[config.mk]
export PLATFORM = sky130hd
export DESIGN_NAME = flash_cmd_seq
export DESIGN_NICKNAME = d
export VERILOG_FILES = /design/src/rtl/fsq_pkg.sv /design/src/rtl/fsq_sck_gen.sv /design/src/rtl/fsq_shifter.sv /design/src/rtl/flash_cmd_seq.sv
export SDC_FILE = /design/constraint.sdc
export NUM_CORES = 1
export LEC_CHECK = 0
export BUFFER_PORTS_ARGS = -buffer_cell sky130_fd_sc_hd__buf_2
export CORE_UTILIZATION = 53
export CTS_CLUSTER_DIAMETER = 200
export CTS_CLUSTER_SIZE = 14
export DETAILED_ROUTE_END_ITERATION = 12
export PLACE_DENSITY = 0.76
export SETUP_SLACK_MARGIN = 0.3
export SYNTH_ARGS = -nofsm -noshare
export SYNTH_HDL_FRONTEND = slang
export SYNTH_SLANG_ARGS = --single-unit
[constraint.sdc]
create_clock -name clk_i -period 3 [get_ports clk_i]
set_input_delay 0.3 -clock clk_i [delete_from_list [all_inputs] [get_ports clk_i]]
set_output_delay 0.3 -clock clk_i [all_outputs]
set_load 0.01 [all_outputs]
[src/rtl/fsq_pkg.sv]
package fsq_pkg;
  typedef enum logic [1:0] {ST_IDLE, ST_SHIFT, ST_GAP} fsq_state_e;

  localparam logic [7:0] OP_WR_EN  = 8'h06;
  localparam logic [7:0] OP_ERASE  = 8'h20;
  localparam logic [7:0] OP_PROG   = 8'h02;
  localparam logic [7:0] OP_READ   = 8'h03;
  localparam logic [7:0] OP_STATUS = 8'h05;

  function automatic logic op_known(input logic [7:0] op);
    return (op == OP_WR_EN) || (op == OP_ERASE) || (op == OP_PROG) ||
           (op == OP_READ) || (op == OP_STATUS);
  endfunction

  function automatic logic op_has_addr(input logic [7:0] op);
    return (op == OP_ERASE) || (op == OP_PROG) || (op == OP_READ);
  endfunction

  function automatic logic op_needs_poll(input logic [7:0] op);
    return (op == OP_ERASE) || (op == OP_PROG);
  endfunction
endpackage

[src/rtl/fsq_sck_gen.sv]
module fsq_sck_gen #(
  parameter int unsigned SCK_HALF = 4,
  localparam int unsigned CW = (SCK_HALF > 1) ? $clog2(SCK_HALF) : 1
) (
  input  logic clk_i,
  input  logic rst_ni,
  input  logic en_i,
  output logic sck_o,
  output logic rise_o,
  output logic fall_o
);
  logic [CW-1:0] cnt_q;
  logic          sck_q;
  logic          tick;

  assign tick   = en_i && (cnt_q == CW'(SCK_HALF - 1));
  assign rise_o = tick && !sck_q;
  assign fall_o = tick && sck_q;
  assign sck_o  = sck_q;

  always_ff @(posedge clk_i or negedge rst_ni) begin
    if (!rst_ni) begin
      cnt_q <= '0;
      sck_q <= 1'b0;
    end else if (!en_i) begin
      cnt_q <= '0;
      sck_q <= 1'b0;
    end else if (tick) begin
      cnt_q <= '0;
      sck_q <= ~sck_q;
    end else begin
      cnt_q <= cnt_q + CW'(1);
    end
  end
endmodule

[src/rtl/fsq_shifter.sv]
module fsq_shifter (
  input  logic       clk_i,
  input  logic       rst_ni,
  input  logic       load_i,
  input  logic [7:0] load_byte_i,
  input  logic       shift_i,
  input  logic       sample_i,
  input  logic       miso_i,
  output logic       mosi_o,
  output logic [7:0] rx_next_o
);
  logic [7:0] tx_q;
  logic [7:0] rx_q;

  always_ff @(posedge clk_i or negedge rst_ni) begin
    if (!rst_ni) begin
      tx_q <= '0;
      rx_q <= '0;
    end else begin
      if (load_i)       tx_q <= load_byte_i;
      else if (shift_i) tx_q <= {tx_q[6:0], 1'b0};
      if (sample_i)     rx_q <= {rx_q[6:0], miso_i};
    end
  end

  assign mosi_o    = tx_q[7];
  assign rx_next_o = {rx_q[6:0], miso_i};
endmodule

[src/rtl/flash_cmd_seq.sv]
module flash_cmd_seq
  import fsq_pkg::*;
#(
  parameter int unsigned SCK_HALF = 4,
  parameter int unsigned MAX_LEN  = 256,
  localparam int unsigned LEN_W   = $clog2(MAX_LEN + 1)
) (
  input  logic             clk_i,
  input  logic             rst_ni,
  input  logic             req_valid_i,
  output logic             req_ready_o,
  input  logic [7:0]       req_op_i,
  input  logic [23:0]      req_addr_i,
  input  logic [LEN_W-1:0] req_len_i,
  input  logic [7:0]       wdata_i,
  output logic             wdata_take_o,
  output logic [7:0]       rx_data_o,
  output logic             rx_valid_o,
  output logic             irq_o,
  output logic             cs_n_o,
  output logic             sck_o,
  output logic             mosi_o,
  input  logic             miso_i
);
  localparam int unsigned IDX_W = $clog2(MAX_LEN + 5);
  localparam int unsigned GAP_W = $clog2(2 * SCK_HALF + 1);

  fsq_state_e       state_q;
  logic             cs_n_q, irq_q, rxv_q, take_q, busy_q;
  logic             poll_frame_q, poll_next_q;
  logic [7:0]       rxd_q;
  logic [23:0]      addr_q;
  logic [IDX_W-1:0] ntx_q, nall_q, byte_q;
  logic [2:0]       bit_q;
  logic [GAP_W-1:0] gap_q;

  logic             sck_rise, sck_fall;
  logic             accept, gap_done, poll_go, poll_start, frame_start;
  logic             frame_last, rx_phase, byte_end;
  logic [IDX_W-1:0] ntx_d, nall_d, nxt_idx;
  logic [7:0]       nxt_byte, load_byte, rx_next;
  logic             nxt_take, sh_load, sh_shift, sh_sample;

  assign req_ready_o  = (state_q == ST_IDLE);
  assign accept       = req_ready_o && req_valid_i && op_known(req_op_i);
  assign gap_done     = (state_q == ST_GAP) && (gap_q == GAP_W'(2 * SCK_HALF - 1));
  assign poll_go      = poll_next_q || (poll_frame_q && busy_q);
  assign poll_start   = gap_done && poll_go;
  assign frame_start  = accept || poll_start;
  assign byte_end     = (bit_q == 3'd7);
  assign frame_last   = (byte_q == nall_q - IDX_W'(1)) && byte_end;
  assign rx_phase     = (byte_q >= ntx_q);
  assign nxt_idx      = byte_q + IDX_W'(1);

  // frame sizes in bytes: transmitted part and whole frame
  always_comb begin
    ntx_d = IDX_W'(1);
    if (op_has_addr(req_op_i)) ntx_d = ntx_d + IDX_W'(3);
    if (req_op_i == OP_PROG)   ntx_d = ntx_d + IDX_W'(req_len_i);
    nall_d = ntx_d;
    if (req_op_i == OP_READ)        nall_d = nall_d + IDX_W'(req_len_i);
    else if (req_op_i == OP_STATUS) nall_d = nall_d + IDX_W'(1);
  end

  // source of the next transmitted byte
  always_comb begin
    nxt_byte = '0;
    nxt_take = 1'b0;
    if (nxt_idx < ntx_q) begin
      if (nxt_idx == IDX_W'(1))      nxt_byte = addr_q[23:16];
      else if (nxt_idx == IDX_W'(2)) nxt_byte = addr_q[15:8];
      else if (nxt_idx == IDX_W'(3)) nxt_byte = addr_q[7:0];
      else begin
        nxt_byte = wdata_i;
        nxt_take = 1'b1;
      end
    end
  end

  assign load_byte = accept ? req_op_i : (poll_start ? OP_STATUS : nxt_byte);
  assign sh_load   = frame_start || (sck_fall && !frame_last && byte_end);
  assign sh_shift  = sck_fall && !frame_last && !byte_end;
  assign sh_sample = sck_rise && rx_phase;

  fsq_sck_gen #(.SCK_HALF(SCK_HALF)) u_sck (
    .clk_i  (clk_i),
    .rst_ni (rst_ni),
    .en_i   (state_q == ST_SHIFT),
    .sck_o  (sck_o),
    .rise_o (sck_rise),
    .fall_o (sck_fall)
  );

  fsq_shifter u_shift (
    .clk_i       (clk_i),
    .rst_ni      (rst_ni),
    .load_i      (sh_load),
    .load_byte_i (load_byte),
    .shift_i     (sh_shift),
    .sample_i    (sh_sample),
    .miso_i      (miso_i),
    .mosi_o      (mosi_o),
    .rx_next_o   (rx_next)
  );

  always_ff @(posedge clk_i or negedge rst_ni) begin
    if (!rst_ni) begin
      state_q      <= ST_IDLE;
      cs_n_q       <= 1'b1;
      irq_q        <= 1'b0;
      rxv_q        <= 1'b0;
      rxd_q        <= '0;
      take_q       <= 1'b0;
      busy_q       <= 1'b0;
      poll_frame_q <= 1'b0;
      poll_next_q  <= 1'b0;
      addr_q       <= '0;
      ntx_q        <= '0;
      nall_q       <= '0;
      byte_q       <= '0;
      bit_q        <= '0;
      gap_q        <= '0;
    end else begin
      rxv_q  <= 1'b0;
      take_q <= 1'b0;
      unique case (state_q)
        ST_IDLE: begin
          if (accept) begin
            state_q      <= ST_SHIFT;
            cs_n_q       <= 1'b0;
            irq_q        <= 1'b0;
            addr_q       <= req_addr_i;
            ntx_q        <= ntx_d;
            nall_q       <= nall_d;
            byte_q       <= '0;
            bit_q        <= '0;
            poll_frame_q <= 1'b0;
            poll_next_q  <= op_needs_poll(req_op_i);
          end
        end
        ST_SHIFT: begin
          if (sck_rise && rx_phase && byte_end) begin
            if (poll_frame_q) busy_q <= miso_i;  // status bit 0 arrives last
            else begin
              rxv_q <= 1'b1;
              rxd_q <= rx_next;
            end
          end
          if (sck_fall) begin
            if (frame_last) begin
              state_q <= ST_GAP;
              cs_n_q  <= 1'b1;
              gap_q   <= '0;
            end else if (byte_end) begin
              byte_q <= nxt_idx;
              bit_q  <= '0;
              take_q <= nxt_take;
            end else begin
              bit_q <= bit_q + 3'd1;
            end
          end
        end
        ST_GAP: begin
          gap_q <= gap_q + GAP_W'(1);
          if (gap_done) begin
            if (poll_go) begin
              state_q      <= ST_SHIFT;
              cs_n_q       <= 1'b0;
              ntx_q        <= IDX_W'(1);
              nall_q       <= IDX_W'(2);
              byte_q       <= '0;
              bit_q        <= '0;
              poll_frame_q <= 1'b1;
              poll_next_q  <= 1'b0;
            end else begin
              if (poll_frame_q) irq_q <= 1'b1;
              poll_frame_q <= 1'b0;
              state_q      <= ST_IDLE;
            end
          end
        end
        default: state_q <= ST_IDLE;
      endcase
    end
  end

  assign cs_n_o       = cs_n_q;
  assign irq_o        = irq_q;
  assign rx_valid_o   = rxv_q;
  assign rx_data_o    = rxd_q;
  assign wdata_take_o = take_q;

  assert_sck_low_deselected_R3: assert property (@(posedge clk_i) disable iff (!rst_ni)
    cs_n_o |-> !sck_o);
  assert_cs_gap_R6: assert property (@(posedge clk_i) disable iff (!rst_ni)
    $rose(cs_n_o) |=> cs_n_o);
  assert_busy_in_frame_R7: assert property (@(posedge clk_i) disable iff (!rst_ni)
    !cs_n_o |-> !req_ready_o);
  assert_rx_single_R5: assert property (@(posedge clk_i) disable iff (!rst_ni)
    rx_valid_o |=> !rx_valid_o);
  assert_take_in_frame_R4: assert property (@(posedge clk_i) disable iff (!rst_ni)
    wdata_take_o |-> !cs_n_o);
  assert_irq_at_idle_R9: assert property (@(posedge clk_i) disable iff (!rst_ni)
    $rose(irq_o) |-> req_ready_o);
  assert_no_rx_in_poll_R8: assert property (@(posedge clk_i) disable iff (!rst_ni)
    poll_frame_q |-> !rx_valid_o);
endmodule

-- Word-level counts from Yosys, hierarchy flattened
Cells that the tools add are included.
- bits in registers: 93
- bits in latches: 0
- memory bits (writable): 0
- bits in read-only memories: 0
- memories kept: 0
- add/sub/neg operators: 8
- multipliers: 0
- div/mod/pow operators: 0
- $lt $le $gt $ge: 2
- eq/ne operators: 24
- shift operators: 0
- muxes and demuxes: 73
- bitwise operators: 2
- reduce and logical (&&, ||, !) cells: 42
- operators by type and width (kind ; count):
    $mux 9 ; 15
    $mux 8 ; 8
    $pmux 9 s2 ; 2
    $pmux 9 s3 ; 1
    $mux 1 ; 25
    $mux 3 ; 7
    $add 9x1->9 const B ; 2
    $add 9x9->9 ; 2
    $eq 9x2->1 const B ; 2
    $ne 2x2->1 const B ; 9
    $eq 8x2->1 const B ; 2
    $eq 8x3->1 const B ; 2
    $logic_and 1x1->1 ; 14
    $mux 2 ; 6
    $reduce_and 3->1 ; 4
    $reduce_and 6->1 ; 2
    $eq 9x1->1 const B ; 1
    $eq 9x9->1 ; 1
    $ge 9x9->1 ; 1
    $logic_or 1x1->1 ; 9
    $lt 9x9->1 ; 1
    $pmux 3 s3 ; 1
    $sub 9x1->9 const B ; 1
    $eq 8x6->1 const B ; 1
    other kinds (22) ; 32

-- Logic depth before layout (Yosys ltp)
Gate-level depths: netlist (run 1).
- depth in word-level cells: 11
- gate-level depth with buffers: 16
- mapped depth without buffers: 15

-- By module
Synthesis (run 1) repeated with hierarchy kept, for this count alone.
- cells, all modules: 653
- area, all modules: 5934.4 um^2
- modules (own cells, without submodules) (module ; times used ; cells each ; area an instance (um^2)):
    flash_cmd_seq ; 1 ; 592 ; 5131.2
    fsq_shifter ; 1 ; 50 ; 668.1
    fsq_sck_gen ; 1 ; 11 ; 135.1

-- Least setup slack after synthesis (run 1)
No wires, ideal clock.
- kind: input to register
- start: in req_op_i[3]
- end: reg nall_q[8]
- library setup time: 0.138 ns
- arrival: 3.635 ns
- required time: 2.862 ns
- slack: -0.773 ns
- cell stages on the path: 16
- buffers on the path: 1
- cell sequence: or4_1 > clkbuf_1 > nor2_1 > nand2_1 > ha_1 > ha_1 > xnor2_1 > a21oi_1 > ha_1 > a21oi_1 > or3b_2 > mux2i_1 > o21ai_0 > xor2_1 > a21oi_1 > o221ai_1
- longest elaborated chain between the ends: 11
- elaborated cells on any way between the ends: 23
- classes of those cells: add/sub: 3; eq/ne: 6; mux: 6; reduce/logical: 8
- RTL lines (item ; line ; text):
    from (decl) ; flash_cmd_seq.sv:12 ; input logic [7:0] req_op_i,
    $eq 8x6->1 or $eq 8x2->1 (tied branches) ; fsq_pkg.sv:11, fsq_pkg.sv:16, flash_cmd_seq.sv:59 ;
    $logic_or 1x1->1 (2 in a row) ; fsq_pkg.sv:16 ; return (op == OP_ERASE) || (op == OP_PROG) || (op == OP_READ);
    $mux 3 ; flash_cmd_seq.sv:58 ; if (op_has_addr(req_op_i)) ntx_d = ntx_d + IDX_W'(3);
    $add 9x9->9 ; flash_cmd_seq.sv:59 ; if (req_op_i == OP_PROG) ntx_d = ntx_d + IDX_W'(req_len_i);
    $mux 9 ; flash_cmd_seq.sv:59 ;
    $add 9x1->9 ; flash_cmd_seq.sv:62 ; else if (req_op_i == OP_STATUS) nall_d = nall_d + IDX_W'(1);
    $mux 9 ; flash_cmd_seq.sv:62 ;
    $mux 9 ; flash_cmd_seq.sv:61 ; if (req_op_i == OP_READ) nall_d = nall_d + IDX_W'(req_len_i);
    $mux 9 ; flash_cmd_seq.sv:128 ; if (accept) begin
    $pmux 9 s2 ; flash_cmd_seq.sv:126 ; unique case (state_q)
    to (signal assigned) ; flash_cmd_seq.sv:134 ; nall_q <= nall_d;
    to (decl) ; flash_cmd_seq.sv:33 ; logic [IDX_W-1:0] ntx_q, nall_q, byte_q;
Several ways; a longest one is shown, not always the timed one. The select of a mux whose other input is x is not followed.
A chain may end at the register's enable or synchronous reset.

-- Final worst setup path (run 1)
- start: in req_op_i[6]
- end: reg nall_q[8]
The elaborated chain is that of the path after synthesis.

==> metrics.yaml, run 1 <==
crit_arrival_ns: 3.27
r2r_slack_ns: 0.25
maxCapViolations: 0
layout_setup_ws_ns: -0.0220
hold_ws_ns: -0.0230
async_flop_share: 1.00
critPathLaunchType: "input port"
synth_edf_count: 0
area_growth_syn_to_layout_pct: 29.4
postSynthCellCount: 598
final_cells: 868
ir_worst_vdd_mv: 0.289
io_buffers: 67
synth_top_area_frac: 0.397
grt_pass1_wl_um: 25500
finalWeightedCongestion: 0.888
synthTopCellsByArea: "dfrtp_1 (40%), mux2_2 (7.6%), ha_1 (7.6%)"
failed_checks: "negative hold slack, negative setup slack"
synthesis.area_um2: 5790
drc_errors: 0
ys.flop_type: "dfrtp_1"
skew_ns: 0.0194
worstMarginPinSlew_ns: 0.916
grt_max_degree: 60
max_freq_mhz: 331
pre_cts_ws_ns: -0.448
rsz0062_at_grt: "true"
drt-total-wl_um: 16100
final_nets: 815
path_class: "input port to register"
synth.ff_latch_count: 93
insertion_delay_ns: 0.39
dieHeight_um: 107
leakagePower_nw: 3.50
synth_common_cells: "dfrtp_1 (92), a21oi_1 (57), nand2_1 (51)"
dpl.cell_count: 834
rows: 37
cp.required_ns: 3.25
netlist-cell-type-count: 73
ys_seq_area_frac: 0.402
grt_overflow: 0
critPathMaxFanout: 5
numCtsBuffers: 9
clk_pin_slew_worst_paths_ns: 0.09
core_um2: 10500
synth_area_leader_cell: "dfrtp_1"
outcome: "finished with violations"
die_w_um: 107
htreeDepth: 3
grt_pass1_vias: 5302
grt_use_total: 0.284
dieArea_um2: 11400
ios: 68
drtIter0Drc: 333
drive_gt1_frac: 0.388
cts_buffer_depth: 2
ys_warn_count: 0
slew_headroom: 0.389
diodes: 0
drtPass1Iterations: 7
reg2reg_from: "byte_q[0]$_DFFE_PN0P_"
cts_tree: "built"
endpoint_kind: "register"
hold_path.class: "input port to asynchronous set/reset pin"
cts_root_buf: "clkbuf_8"
via_count: 5318
syn_avg_cell_area_um2: 9.69
cts_sinks: 93
setup_viol: 1
min_period_ns: 3.02
power.density_nw_per_um2: 448
fin_crit_sh: 1.01
initial_utilization: 0.554
antenna_found_initial: 0
ff2ff_path_depth: 13
dp_hpwl_um: 11200
wire_per_inst_um: 18.5
antenna_left: 0
finalMaxSlewViolations: 0
vias_per_cell: 6.13
synth.most_common_cell: "dfrtp_1"
reg2reg_to: "u_shift.tx_q[1]$_DFFE_PN0P_"
synth_nets: 686
hold_violations: 7
metal layers:
layer	track usage	vias up	routed length [um]
li1	-	2449	-
met1	0.364	2601	6880
met2	0.474	222	7740
met3	0.0613	46	1020
met4	0.102	0	436
met5	0	-	0
how the worst max path moves through the flow:
stage | end | from | cells past startpoint | slack [ns]
4_1_cts | nall_q[8]$_DFFE_PN0P_ | req_op_i[6] | 16 | 0.01
5_1_grt | nall_q[8]$_DFFE_PN0P_ | req_op_i[6] | 16 | -0.12
2_1_floorplan | nall_q[7]$_DFFE_PN0P_ | req_op_i[3] | 16 | -0.41
3_5_place_dp | nall_q[7]$_DFFE_PN0P_ | req_op_i[3] | 16 | -0.45
3_3_place_gp | nall_q[8]$_DFFE_PN0P_ | req_op_i[3] | 16 | -0.41
6_report | nall_q[8]$_DFFE_PN0P_ | req_op_i[6] | 16 | -0.02
sequential cells by signal, indices dropped and copies added, names as in the netlist:
name and cells:
rx_data_o 8, u_sck.sck_o 1, poll_next_q 1, state_q 2
addr_q 24, wdata_take_o 1, u_sck.cnt_q 2, u_shift.tx_q 8
ntx_q 9, busy_q 1, nall_q 9, irq_o 1
bit_q 3, u_shift.rx_q 7, byte_q 9, cs_n_o 1
poll_frame_q 1, rx_valid_o 1, gap_q 4
logic make-up after synthesis:
logic type | Yosys count | synth area share
xor gates and xnor gates | 33 | 0.0499
muxes | 41 | 0.0793
DFF | 93 | 0.402
and+or+nand+nor | 182 | 0.170
buffers and inverters | 54 | 0.0371
AOI/OAI and AO/OA | 160 | 0.187
adders and majority gates | 35 | 0.0756
metrics by stage:
stage          total power (W)  cell area, um2  hold slack (ns)  setup TNS (ns)  utilization
6_report               0.00335            7490          -0.0230         -0.0220        0.716
5_1_grt                0.00351            7490           0.0406          -0.311        0.716
3_5_place_dp           0.00233            6760            0.420           -1.81        0.646
3_3_place_gp           0.00228            6760            0.418           -1.49        0.646
2_1_floorplan          0.00205            5910          0.00441           -1.03            -
4_1_cts                0.00325            7170           0.0168               0        0.685
critical path, stage by stage:
cell	delay [ns]
buf_6	0.09
or4_4	0.54
nor2_4	0.15
nand2_4	0.09
ha_4	0.18
ha_4	0.18
xnor2_2	0.14
a21oi_2	0.20
ha_4	0.25
and3_4	0.17
or3b_4	0.36
mux2i_1	0.14
o21ai_1	0.08
xor2_1	0.15
a21oi_1	0.14
o221ai_1	0.11
layout make-up:
type	count	area, um2
timing repair buffer	145	967
multi-input combinational	452	3710
clock buffer	9	124
tap	136	170
clock inverter	7	86.3
fill	736	2970
sequential	93	2330
inverter	26	103
placed cells by master (no fill, tap or decap), types with 18 or more instances in the layout:
cell,count
nand2_1,46
buf_4,73
ha_1,28
dfrtp_1,89
buf_2,64
o21ai_0,18
a21oi_1,45
nor2_1,22
mux2_2,38
inv_1,24
what timing repair did:
item / in CTS / in global routing
resized for setup: 26 / 52
pin swaps: 26 / 25
cloned: 0 / 1
setup endpoints to repair: 17 / 39
buffers inserted: 8 / 9
hold buffers: 0 / 0
report_power, final:
group	switching, W	internal [W]
Combinational	0.000484	0.000405
Clock	0.000515	0.000406
Sequential	0.000117	0.00143
Total	0.00112	0.00224
(Power assumes the default switching activity.)
==> run 2, diff against run 1 <==
--- a/config.mk
+++ b/config.mk
@@ -10,6 +10,7 @@
 export CTS_CLUSTER_DIAMETER = 200
 export CTS_CLUSTER_SIZE = 14
 export DETAILED_ROUTE_END_ITERATION = 12
+export HOLD_SLACK_MARGIN = 0.03
 export PLACE_DENSITY = 0.76
 export SETUP_SLACK_MARGIN = 0.3
 export SYNTH_ARGS = -nofsm -noshare
==> metrics.yaml, run 2 (same netlist as run 1, synthesis figures left out) <==
layout_setup_ws_ns: -0.0225
area_growth_syn_to_layout_pct: 29.5
crit_arrival_ns: 3.27
io_buffers: 67
slew_headroom: 0.386
outcome: "finished with violations"
skew_ns: 0.0175
grt_overflow: 0
critPathMaxFanout: 5
dieHeight_um: 107
final_nets: 816
via_count: 5344
grt_max_degree: 60
diodes: 0
ios: 68
worstMarginPinSlew_ns: 0.921
grt_pass1_wl_um: 25500
pre_cts_ws_ns: -0.448
grt_use_total: 0.284
drt-total-wl_um: 16100
worst-path-buf-inv: 1
vias_per_cell: 6.15
rsz0062_at_grt: "true"
fin_util: 0.717
dieArea_um2: 11400
maxCapViolations: 0
final_cell_mix: "dfrtp_1 (89), buf_4 (73), buf_2 (64)"
hold_path.class: "input port to register"
power.density_nw_per_um2: 446
failed_checks: "negative setup slack"
finalMaxSlewViolations: 0
hold_violations: 0
cp_top_family: "simple AND/OR/NAND/NOR gates"
cts_tree: "built"
fin_crit_sh: 1.01
tns_ns: -0.0225
setup_viol: 1
clk_pin_slew_worst_paths_ns: 0.11
multi_input_area_um2: 3710
cts_buffer_depth: 2
core_um2: 10500
endpoint_kind: "register"
largest_reg_flops: 24
htreeDepth: 3
drc_errors: 0
antenna_left: 0
drive_gt1_frac: 0.387
leakagePower_nw: 3.50
max_stage_delay_ns: 0.54
cp.required_ns: 3.25
ir_worst_vdd_mv: 0.289
rows: 37
critPathLaunchType: "input port"
final_common_cell: "dfrtp_1"
regMostFlops: "addr_q"
grt_pass1_vias: 5302
crit_slowest_cell: "or4_4"
drtPass1Iterations: 8
crit_start: "req_op_i[6]"
numCtsBuffers: 9
drtIter0Drc: 331
wire_per_inst_um: 18.5
insertion_delay_ns: 0.39
dp_hpwl_um: 11200
place_area_um2: 6760
reg2reg_from: "byte_q[0]$_DFFE_PN0P_"
final_area_um2: 7500
crit_chain: "buf_6 > or4_4 > nor2_4 > nand2_4 > ha_4 > ha_4 > xnor2_2 > a21oi_2 > ha_4 > and3_4 > or3b_4 > mux2i_1 > o21ai_1 > xor2_1 > a21oi_1 > o221ai_1"
initial_utilization: 0.554
cp_common_cell: "ha_4"
antenna_found_initial: 0
min_period_ns: 3.02
finalWeightedCongestion: 0.888
die_w_um: 107
r2r_slack_ns: 0.24
max_freq_mhz: 331
cts_root_buf: "clkbuf_8"
nFillCells: 735
cts_sinks: 93
hold_start: "req_addr_i[0]"
path_class: "input port to register"
seq_area_um2: 2330
[run 2: cell types whose count changed in the layout (fill, tap and decap cells not counted), sizes merged]
cell	before	now
dlygate4sd3	0	1
[run 2: per-stage QoR]
step / std cells / hold WS [ns] / total power, W
2_1_floorplan: 598 / 0.00441 / 0.00205
3_3_place_gp: 834 / 0.418 / 0.00228
3_5_place_dp: 834 / 0.420 / 0.00233
4_1_cts: 859 / 0.120 / 0.00325
5_1_grt: 869 / 0.117 / 0.00351
6_report: 869 / 0.119 / 0.00335
[run 2: tightest hold or removal path, stage by stage]
cell,delay (ns)
buf_2,0.08
nand2_1,0.04
o21ai_0,0.06
[run 2: cell type report]
| class | instances | share of cell area |
|---|---|---|
| Tap cell | 136 | 0.0227 |
| Clock inverter | 7 | 0.0115 |
| Clock buffer | 9 | 0.0165 |
| Multi-Input combinational cell | 452 | 0.495 |
| Inverter | 26 | 0.0137 |
| Timing Repair Buffer | 146 | 0.130 |
| Sequential cell | 93 | 0.311 |
[run 2: per-layer routing]
layer	wire length, um	GRT usage
met1	6900	0.364
met2	7670	0.474
met3	1050	0.0613
met4	434	0.102
met5	0	0
[run 2: power breakdown]
part	internal (W)	switching (W)	leakage, nW	total [W]
registers	0.00143	0.000116	1.22	0.00154
clock network	0.000406	0.000513	0.105	0.000919
logic	0.000406	0.000482	2.18	0.000888
[run 2: what timing repair did]
| action | 4_1_cts | 5_1_grt |
|---|---|---|
| setup buffers | 8 | 9 |
| hold endpoints to repair | 45 | 0 |
| pin swaps | 26 | 25 |
| hold buffers | 1 | 0 |
| gates resized for setup | 26 | 52 |
| endpoints found under the setup margin | 17 | 39 |
| gates cloned | 0 | 1 |
[run 2: worst paths after layout]
kind / cells after the start / to
setup reg to reg: 13 / u_shift.tx_q[1]$_DFFE_PN0P_
hold / removal: 3 / addr_q[0]$_DFFE_PN0P_
hold reg to reg: 1 / u_sck.cnt_q[0]$_DFF_PN0_
setup / recovery: 16 / nall_q[8]$_DFFE_PN0P_
min in group asynchronous: 2 / nall_q[6]$_DFFE_PN0P_
max in group asynchronous: 3 / cs_n_o$_DFFE_PN1P_
==> run 3, diff against run 2 <==
--- a/config.mk
+++ b/config.mk
@@ -6,6 +6,7 @@
 export NUM_CORES = 1
 export LEC_CHECK = 0
 export BUFFER_PORTS_ARGS = -buffer_cell sky130_fd_sc_hd__buf_2
+export CORE_MARGIN = 1.5
 export CORE_UTILIZATION = 53
 export CTS_CLUSTER_DIAMETER = 200
 export CTS_CLUSTER_SIZE = 14
@@ -13,6 +14,7 @@
 export HOLD_SLACK_MARGIN = 0.03
 export PLACE_DENSITY = 0.76
 export SETUP_SLACK_MARGIN = 0.3
+export SKIP_LAST_GASP = 1
 export SYNTH_ARGS = -nofsm -noshare
 export SYNTH_HDL_FRONTEND = slang
 export SYNTH_SLANG_ARGS = --single-unit
==> metrics.yaml, run 3 (same netlist as run 1, synthesis figures left out) <==
outcome: "finished with violations"
failed_checks: "negative setup slack"
power.density_nw_per_um2: 439
antenna_left: 0
reg2reg_from: "byte_q[0]$_DFFE_PN0P_"
path_class: "input port to register"
crit_start: "req_op_i[3]"
drc_errors: 0
die_w_um: 108
insertion_delay_ns: 0.38
finalWeightedCongestion: 0.900
slew_headroom: 0.513
dieArea_um2: 11600
crit_arrival_ns: 3.30
initial_utilization: 0.554
r2r_slack_ns: 0.30
dp_hpwl_um: 11300
largest_reg_flops: 24
ir_worst_vdd_mv: 0.278
fin_crit_sh: 1.01
reg2reg_to: "u_shift.tx_q[2]$_DFFE_PN0P_"
io_buffers: 67
drive_gt1_frac: 0.379
endpoint_kind: "register"
antenna_found_initial: 0
cts_root_buf: "clkbuf_8"
layout_setup_ws_ns: -0.0375
drtIter0Drc: 348
core_um2: 10500
via_count: 5224
critPathLaunchType: "input port"
worstMarginPinSlew_ns: 0.724
grt_pass1_wl_um: 25400
grt_overflow: 0
max_freq_mhz: 329
fin_util: 0.712
vias_per_cell: 6.04
leakagePower_nw: 3.48
dieHeight_um: 108
numCtsBuffers: 9
hold_path.class: "input port to register"
area_growth_syn_to_layout_pct: 28.7
grt_use_total: 0.280
drt-total-wl_um: 16000
wire_per_inst_um: 18.5
cts_tree: "built"
htreeDepth: 3
grt_max_degree: 69
maxCapViolations: 0
cp.required_ns: 3.26
finalMaxSlewViolations: 0
regMostFlops: "addr_q"
cts_sinks: 93
final_nets: 812
final_cells: 865
critPathMaxFanout: 5
min_period_ns: 3.04
clk_pin_slew_worst_paths_ns: 0.11
dpl.cell_count: 831
rsz0062_at_grt: "true"
final_cell_mix: "dfrtp_1 (86), buf_4 (66), buf_2 (64)"
hold_ws_ns: 0.135
tns_ns: -0.0704
ios: 68
hold_violations: 0
diodes: 0
worstSetupEndpoint: "nall_q[7]$_DFFE_PN0P_"
cts_buffer_depth: 2
rows: 37
setup_viol: 2
ff2ff_path_depth: 13
final_common_cell: "dfrtp_1"
grt_pass1_vias: 5234
skew_ns: 0.0196
drtPass1Iterations: 5
run 3: changes by cell type in the layout (fill, tap and decap cells not counted), sizes merged:
cell and delta:
buf -5, bufinv -1, clkbuf +1, clkinv +2, clkinvlp -1, inv -1
o21ai +1
run 3: repair_timing:
item	in CTS	in global routing
gates resized for setup	34	39
hold buffers	1	0
endpoints found under the hold margin	24	0
gates cloned	0	2
setup buffers	6	9
pin swaps	26	29
endpoints found under the setup margin	17	35
run 3: worst min-delay path by stage:
stage / start / to / slack [ns] / cells after the start
3_3_place_gp: rst_ni / nall_q[8]$_DFFE_PN0P_ / 0.25 / 1
2_1_floorplan: rst_ni / addr_q[0]$_DFFE_PN0P_ / 0.004 / 0
6_report: req_addr_i[0] / addr_q[0]$_DFFE_PN0P_ / 0.14 / 3
5_1_grt: req_addr_i[6] / addr_q[6]$_DFFE_PN0P_ / 0.14 / 2
3_5_place_dp: rst_ni / nall_q[8]$_DFFE_PN0P_ / 0.25 / 1
4_1_cts: req_addr_i[0] / addr_q[0]$_DFFE_PN0P_ / 0.12 / 3
run 3: layout make-up:
class                   instances  area, um2
flip-flops and latches         93       2340
multi-input cells             453       3690
repair buffers                141        956
well taps                     136        170
inverters                      26        100
fillers                       769       3010
clock inverters                 6       60.1
clock buffers                  10        138
run 3: per-stage QoR:
step,cell area (um2),total power (W),setup slack [ns]
6_report,7450,0.00327,-0.0375
5_1_grt,7450,0.00344,-0.167
4_1_cts,7190,0.00319,0.00399
3_5_place_dp,6750,0.00233,-0.506
3_3_place_gp,6750,0.00228,-0.404
2_1_floorplan,5910,0.00205,-0.406
run 3: report_power, final:
part           internal [W]  total, W  switching [W]
Clock              0.000347  0.000843       0.000495
Combinational      0.000408  0.000888       0.000480
Sequential          0.00143   0.00154       0.000112
run 3: per-layer routing:
layer / up-vias / GRT usage / part of all wire
met5: - / 0 / 0
met4: 0 / 0.107 / 0.019
met3: 31 / 0.0508 / 0.069
met2: 203 / 0.465 / 0.49
met1: 2538 / 0.365 / 0.42
li1: 2452 / - / -
run 3: worst max-delay path, cell delays in order:
cell and delay, ns:
buf_6 0.09, or4_4 0.55, nor2_4 0.13, nand2_4 0.08
ha_4 0.17, ha_4 0.18, xnor2_2 0.13, a21oi_2 0.20
ha_4 0.25, and3_4 0.17, buf_4 0.14, a211oi_4 0.27
a31oi_2 0.12, xor2_1 0.16, nand2_1 0.07, a32o_1 0.28
